## src/rtl/dps_pkg.sv

```systemverilog
package dps_pkg;
  localparam int unsigned NPINS     = 5;
  localparam int unsigned DATA_W    = 32;
  localparam int unsigned FIELD_LSB = 24;
  localparam int unsigned FIELD_W   = 3;

  localparam int unsigned PIN_TMS  = 0;
  localparam int unsigned PIN_TCK  = 1;
  localparam int unsigned PIN_TDI  = 2;
  localparam int unsigned PIN_TDO  = 3;
  localparam int unsigned PIN_NRST = 4;

  // constant levels presented to the core while a pin is released
  localparam logic [NPINS-1:0] SAFE_LVL = NPINS'(5'b10101);
  localparam logic [NPINS-1:0] PU_MASK  = NPINS'(5'b10101);
  localparam logic [NPINS-1:0] PD_MASK  = NPINS'(5'b00010);

  typedef enum logic [FIELD_W-1:0] {
    MODE_FULL    = 3'b000,
    MODE_NO_RST  = 3'b001,
    MODE_SW_ONLY = 3'b010,
    MODE_NONE    = 3'b100
  } mode_e;

  function automatic logic [NPINS-1:0] own_mask(input logic [FIELD_W-1:0] m);
    case (m)
      MODE_FULL:    own_mask = '1;
      MODE_NO_RST:  own_mask = NPINS'(5'b01111);
      MODE_SW_ONLY: own_mask = NPINS'(5'b00011);
      default:      own_mask = '0;
    endcase
  endfunction
endpackage

```

## src/rtl/dps_regif.sv

```systemverilog
module dps_regif
  import dps_pkg::*;
#(
  parameter int unsigned DW  = DATA_W,
  parameter int unsigned LSB = FIELD_LSB,
  parameter int unsigned FW  = FIELD_W
) (
  input  logic          clk_i,
  input  logic          rst_ni,
  input  logic          req_i,
  input  logic          we_i,
  input  logic [DW-1:0] wdata_i,
  input  logic          wbuf_full_i,
  output logic          ready_o,
  output logic [DW-1:0] rdata_o,
  output logic [FW-1:0] mode_o,
  output logic          err_o
);
  logic [FW-1:0] mode_q;
  logic          wait_q, err_q;
  logic          wr_req, stall, done, legal;
  logic [FW-1:0] field;

  assign wr_req  = req_i & we_i;
  assign stall   = wr_req & wbuf_full_i & ~wait_q;
  assign ready_o = ~stall;
  assign done    = wr_req & ready_o;
  assign field   = wdata_i[LSB +: FW];
  assign legal   = ($countones(field) <= 1);

  always_ff @(posedge clk_i or negedge rst_ni) begin
    if (!rst_ni) begin
      mode_q <= '0;
      wait_q <= 1'b0;
      err_q  <= 1'b0;
    end else begin
      wait_q <= stall;
      if (done) begin
        err_q <= ~legal;
        if (legal) mode_q <= field;
      end
    end
  end

  always_comb begin
    rdata_o           = '0;
    rdata_o[LSB +: FW] = mode_q;
  end

  assign mode_o = mode_q;
  assign err_o  = err_q;

  logic unused_wdata;
  assign unused_wdata = ^{wdata_i[DW-1:LSB+FW], wdata_i[LSB-1:0]};
endmodule

```

## src/rtl/dps_seq.sv

```systemverilog
module dps_seq
  import dps_pkg::*;
#(
  parameter int unsigned N = NPINS
) (
  input  logic         clk_i,
  input  logic         rst_ni,
  input  logic [N-1:0] want_i,
  output logic [N-1:0] sel_o,
  output logic [N-1:0] force_o
);
  for (genvar i = 0; i < N; i++) begin : g_pin
    logic sel_q, force_q;
    always_ff @(posedge clk_i or negedge rst_ni) begin
      if (!rst_ni) begin
        sel_q   <= 1'b1;
        force_q <= 1'b0;
      end else begin
        // release: force first, select next; acquire: select first, unforce next
        force_q <= ~want_i[i] | ~sel_q;
        sel_q   <= want_i[i] | ~force_q;
      end
    end
    assign sel_o[i]   = sel_q;
    assign force_o[i] = force_q;
  end
endmodule

```

## src/rtl/dps_padmux.sv

```systemverilog
module dps_padmux
  import dps_pkg::*;
#(
  parameter int unsigned N = NPINS
) (
  input  logic [N-1:0] sel_i,
  input  logic [N-1:0] force_i,
  input  logic [N-1:0] pad_in_i,
  output logic [N-1:0] core_in_o,
  output logic [N-1:0] pull_up_o,
  output logic [N-1:0] pull_dn_o
);
  for (genvar i = 0; i < N; i++) begin : g_mux
    assign core_in_o[i] = force_i[i] ? SAFE_LVL[i] : pad_in_i[i];
    assign pull_up_o[i] = sel_i[i] & PU_MASK[i];
    assign pull_dn_o[i] = sel_i[i] & PD_MASK[i];
  end
endmodule

```

## src/rtl/dbg_pin_share.sv

```systemverilog
module dbg_pin_share
  import dps_pkg::*;
(
  input  logic              clk_i,
  input  logic              rst_ni,
  input  logic              req_i,
  input  logic              we_i,
  input  logic [DATA_W-1:0] wdata_i,
  input  logic              wbuf_full_i,
  output logic              ready_o,
  output logic [DATA_W-1:0] rdata_o,
  output logic              cfg_err_o,
  input  logic [NPINS-1:0]  pad_in_i,
  output logic [NPINS-1:0]  core_in_o,
  output logic [NPINS-1:0]  pin_dbg_sel_o,
  output logic [NPINS-1:0]  core_force_o,
  output logic [NPINS-1:0]  pull_up_o,
  output logic [NPINS-1:0]  pull_dn_o
);
  logic [FIELD_W-1:0] mode;
  logic [NPINS-1:0]   want;

  dps_regif #(.DW(DATA_W), .LSB(FIELD_LSB), .FW(FIELD_W)) i_regif (
    .clk_i       (clk_i),
    .rst_ni      (rst_ni),
    .req_i       (req_i),
    .we_i        (we_i),
    .wdata_i     (wdata_i),
    .wbuf_full_i (wbuf_full_i),
    .ready_o     (ready_o),
    .rdata_o     (rdata_o),
    .mode_o      (mode),
    .err_o       (cfg_err_o)
  );

  assign want = own_mask(mode);

  dps_seq #(.N(NPINS)) i_seq (
    .clk_i   (clk_i),
    .rst_ni  (rst_ni),
    .want_i  (want),
    .sel_o   (pin_dbg_sel_o),
    .force_o (core_force_o)
  );

  dps_padmux #(.N(NPINS)) i_padmux (
    .sel_i     (pin_dbg_sel_o),
    .force_i   (core_force_o),
    .pad_in_i  (pad_in_i),
    .core_in_o (core_in_o),
    .pull_up_o (pull_up_o),
    .pull_dn_o (pull_dn_o)
  );
endmodule

```

## config.mk

```make
export PLATFORM = sky130hd
export DESIGN_NAME = dbg_pin_share
export DESIGN_NICKNAME = d
export VERILOG_FILES = /design/src/rtl/dps_pkg.sv /design/src/rtl/dps_regif.sv /design/src/rtl/dps_seq.sv /design/src/rtl/dps_padmux.sv /design/src/rtl/dbg_pin_share.sv
export SDC_FILE = /design/constraint.sdc
export NUM_CORES = 1
export LEC_CHECK = 0
export BUFFER_PORTS_ARGS = -buffer_cell sky130_fd_sc_hd__buf_2
export CORE_ASPECT_RATIO = 1.75
export CORE_UTILIZATION = 35
export CTS_CLUSTER_SIZE = 28
export DETAILED_ROUTE_END_ITERATION = 8
export GPL_TIMING_DRIVEN = 1
export PLACE_DENSITY = 0.92
export SYNTH_ARGS = -nofsm -noshare
export SYNTH_HDL_FRONTEND = slang
export SYNTH_SLANG_ARGS = --single-unit
```

## constraint.sdc

```tcl
create_clock -name clk_i -period 1.5 [get_ports clk_i]
set_input_delay 0.3 -clock clk_i [delete_from_list [all_inputs] [get_ports clk_i]]
set_output_delay 0.3 -clock clk_i [all_outputs]
set_load 0.02 [all_outputs]
```

==> flow_metrics.env <==
export IMPL_ir_drop_mv=0.579
export IMPL_setup_ws_ns=0.124
export IMPL_root_buffer="clkbuf_8"
export IMPL_cp_slowest_cell="dfrtp_1"
export IMPL_power_density_mw_per_mm2=1670
export IMPL_ios=101
export IMPL_hold_viol_final=0
export IMPL_postPlaceCellArea_um2=940
export IMPL_path_buf_inv=1
export IMPL_gp_congestion=0.654
export IMPL_n_antenna_cell=0
export IMPL_start_util_pct=37.9
export IMPL_fin_area_um2=998
export IMPL_final_cell_mix="buf_2 (36), conb_1 (35), dfrtp_1 (10), nand2_1 (8), dfstp_2 (5)"
export IMPL_timing_final_crit_share_pct=91.7
export IMPL_synth_compound_area_share_pct=4.92
export IMPL_drt_iter0_markers=0
export IMPL_avgViaCountPerCell=4.07
export IMPL_cts_tree="yes"
export IMPL_crit_path_start_kind="register"
export IMPL_dr_pass1_iters=1
export IMPL_cp_top_family="flip-flops"
export IMPL_setup_viol=0
export IMPL_drive_gt1_share_pct=42.4
export IMPL_syn2layout_area_growth_pct=3.23
export IMPL_route_detailed_drc=0
export IMPL_numCtsBuffers=3
export IMPL_dp_hpwl_um=1150
export IMPL_yosys_area_top_type="buf_4"
export IMPL_wire_per_inst_um=9.17
export IMPL_grt_start_max_net_pins=16
export IMPL_nets=169
export IMPL_slowest_delay_ns=0.39
export IMPL_ys_seq_elements=15
export IMPL_clock_latency_ns=0.25
export IMPL_die_w_um=41.7
export IMPL_core_area_mm2=0.00255
export IMPL_final_common_cell="buf_2"
export IMPL_synth_area_per_cell_um2=9.77
export IMPL_dp_cells=146
export IMPL_critPathCaptureType="output pin"
export IMPL_yosys_warnings=0
export IMPL_synth_area_um2=967
export IMPL_dieArea_mm2=0.00299
export IMPL_maxSlewViolCount=0
export IMPL_finalSetupTns_ns=0
export IMPL_vias=615
export IMPL_whs_ns=0.307
export IMPL_htree_levels=1
export IMPL_antenna_left=0
export IMPL_synth_top_family_by_area="buffers and inverters"
export IMPL_power_leakage_nw=0.543
export IMPL_fp_row_count=24
export IMPL_crit_chain="or2_2 -> buf_2"
export IMPL_grt_pass1_vias=519
export IMPL_grt_ovfl_total=0
export IMPL_die_h_um=71.5
export IMPL_holdCritPathClass="input pin to register"
export IMPL_grt_usage_pct=9.52
export IMPL_clock_sinks=15
export IMPL_yosys_area_share_simple_pct=12.4
export IMPL_rsz0062_at_grt="no"
export IMPL_maxCapViolCount=0
export IMPL_wl_um=1390
export IMPL_fin_total_pwr_mw=1.67
export IMPL_status="finished clean"
export IMPL_stdcell_count=151
export IMPL_pre_cts_ws_ns=-0.00653
export IMPL_synth_top_area_share_pct=38.0
export IMPL_clkTransAtPathRegs_ns=0.06
export IMPL_synth_cells=99
export IMPL_worstPathRequired_ns=1.20
export IMPL_fin_crit_ns=1.38
export IMPL_yosys_top_cells_area="buf_4 (38%), dfrtp_1 (26%), dfstp_2 (14%)"
export IMPL_synth_xor_area_share_pct=0
export IMPL_grt_pass1_wl_um=2150
export IMPL_clock_fmax_mhz=727
export IMPL_arrival_ns=1.08
export IMPL_synth_fa_ha_area_share_pct=1.29
export IMPL_yosysUniqueCellTypes=22
export IMPL_crit_type="register to output pin"
export IMPL_r2r_slack_ns=0.40
export IMPL_antenna_found_initial=0
export IMPL_yosysSeqAreaShare_pct=39.5
export IMPL_port_buffers=36
export IMPL_synthMuxAreaShare_pct=3.10
export IMPL_cp_max_fo=3
export IMPL_clk_path_buf_depth=2
export IMPL_fin_util_pct=39.1
export IMPL_finClkSkew_ns=0.00281
what timing repair did:
item,4_1_cts,5_1_grt
buffers inserted,0,0
hold buffers,1,0
resized for setup,0,1
endpoints found under the setup margin,0,1
endpoints found under the hold margin,10,0
flip-flops by register name (all words and copies together), names as in the netlist:
signal,count
i_seq.g_pin.force_q,5
i_seq.g_pin.sel_q,5
i_regif.mode_o,3
i_regif.err_o,1
i_regif.wait_q,1
worst paths after layout:
check,from,endpoint,cells after the start
setup / recovery,i_seq.g_pin[0].force_q,core_in_o[0],2
hold / removal,wdata_i[25],i_regif.mode_o[1],2
setup reg to reg,i_regif.wait_q,i_regif.mode_o[0],3
hold reg to reg,i_seq.g_pin[0].force_q,i_seq.g_pin[0].sel_q,1
max in group asynchronous,rst_ni,i_seq.g_pin[4].sel_q,2
min in group asynchronous,rst_ni,i_seq.g_pin[1].force_q,2
cells in the mapped netlist:
| cell type | instances |
|---|---|
| a21o_1 | 1 |
| a21oi_1 | 1 |
| a21oi_2 | 1 |
| a2bb2oi_1 | 1 |
| buf_4 | 49 |
| conb_1 | 1 |
| dfrtp_1 | 10 |
| dfstp_2 | 5 |
| ha_1 | 1 |
| inv_1 | 1 |
| mux2_4 | 2 |
| nand2_1 | 8 |
| nand2b_1 | 2 |
| nand3_1 | 1 |
| nand4_2 | 1 |
| nor2_1 | 3 |
| nor2b_1 | 3 |
| nor3_1 | 1 |
| nor4_1 | 1 |
| o21a_1 | 1 |
| o21ai_0 | 2 |
| or2_2 | 3 |
report_power, final:
part	switching [mW]	leakage [nW]	internal (mW)
combinational	0.459	0.355	0.218
clock	0.140	0.0255	0.184
sequential	0.103	0.162	0.568
kinds of logic (layout without fill, tap and decap cells):
group,Yosys count,count (layout)
mux,2,2
fa+ha+maj,1,1
buf+inv,50,42
simple gates,23,23
other cells,1,35
compound gates,7,7
flops,15,15
per-layer routing:
layer | wire, µm | global-route usage, % | part of all wire (%) | up-vias
li1 | - | - | - | 283
met1 | 485 | 9.92 | 35 | 275
met2 | 733 | 17.0 | 53 | 52
met3 | 133 | 2.27 | 9.6 | 5
met4 | 32 | 5.38 | 2.3 | 0
met5 | 0 | 0 | 0 | -
worst reg2reg max path: stages (launching register included):
cell and delay [ns]:
dfrtp_1 0.38, nand2b_1 0.15, nand4_2 0.14, mux2_4 0.31
cell type report:
cell class	instances	area (µm²)
Clock buffer	3	41.3
Clock inverter	1	5.00
Multi-Input combinational cell	68	344
Inverter	1	3.75
Fill cell	272	1550
Tap cell	26	32.5
Timing Repair Buffer	37	190
Sequential cell	15	382
No activity file was read; power rests on OpenSTA's default activity.
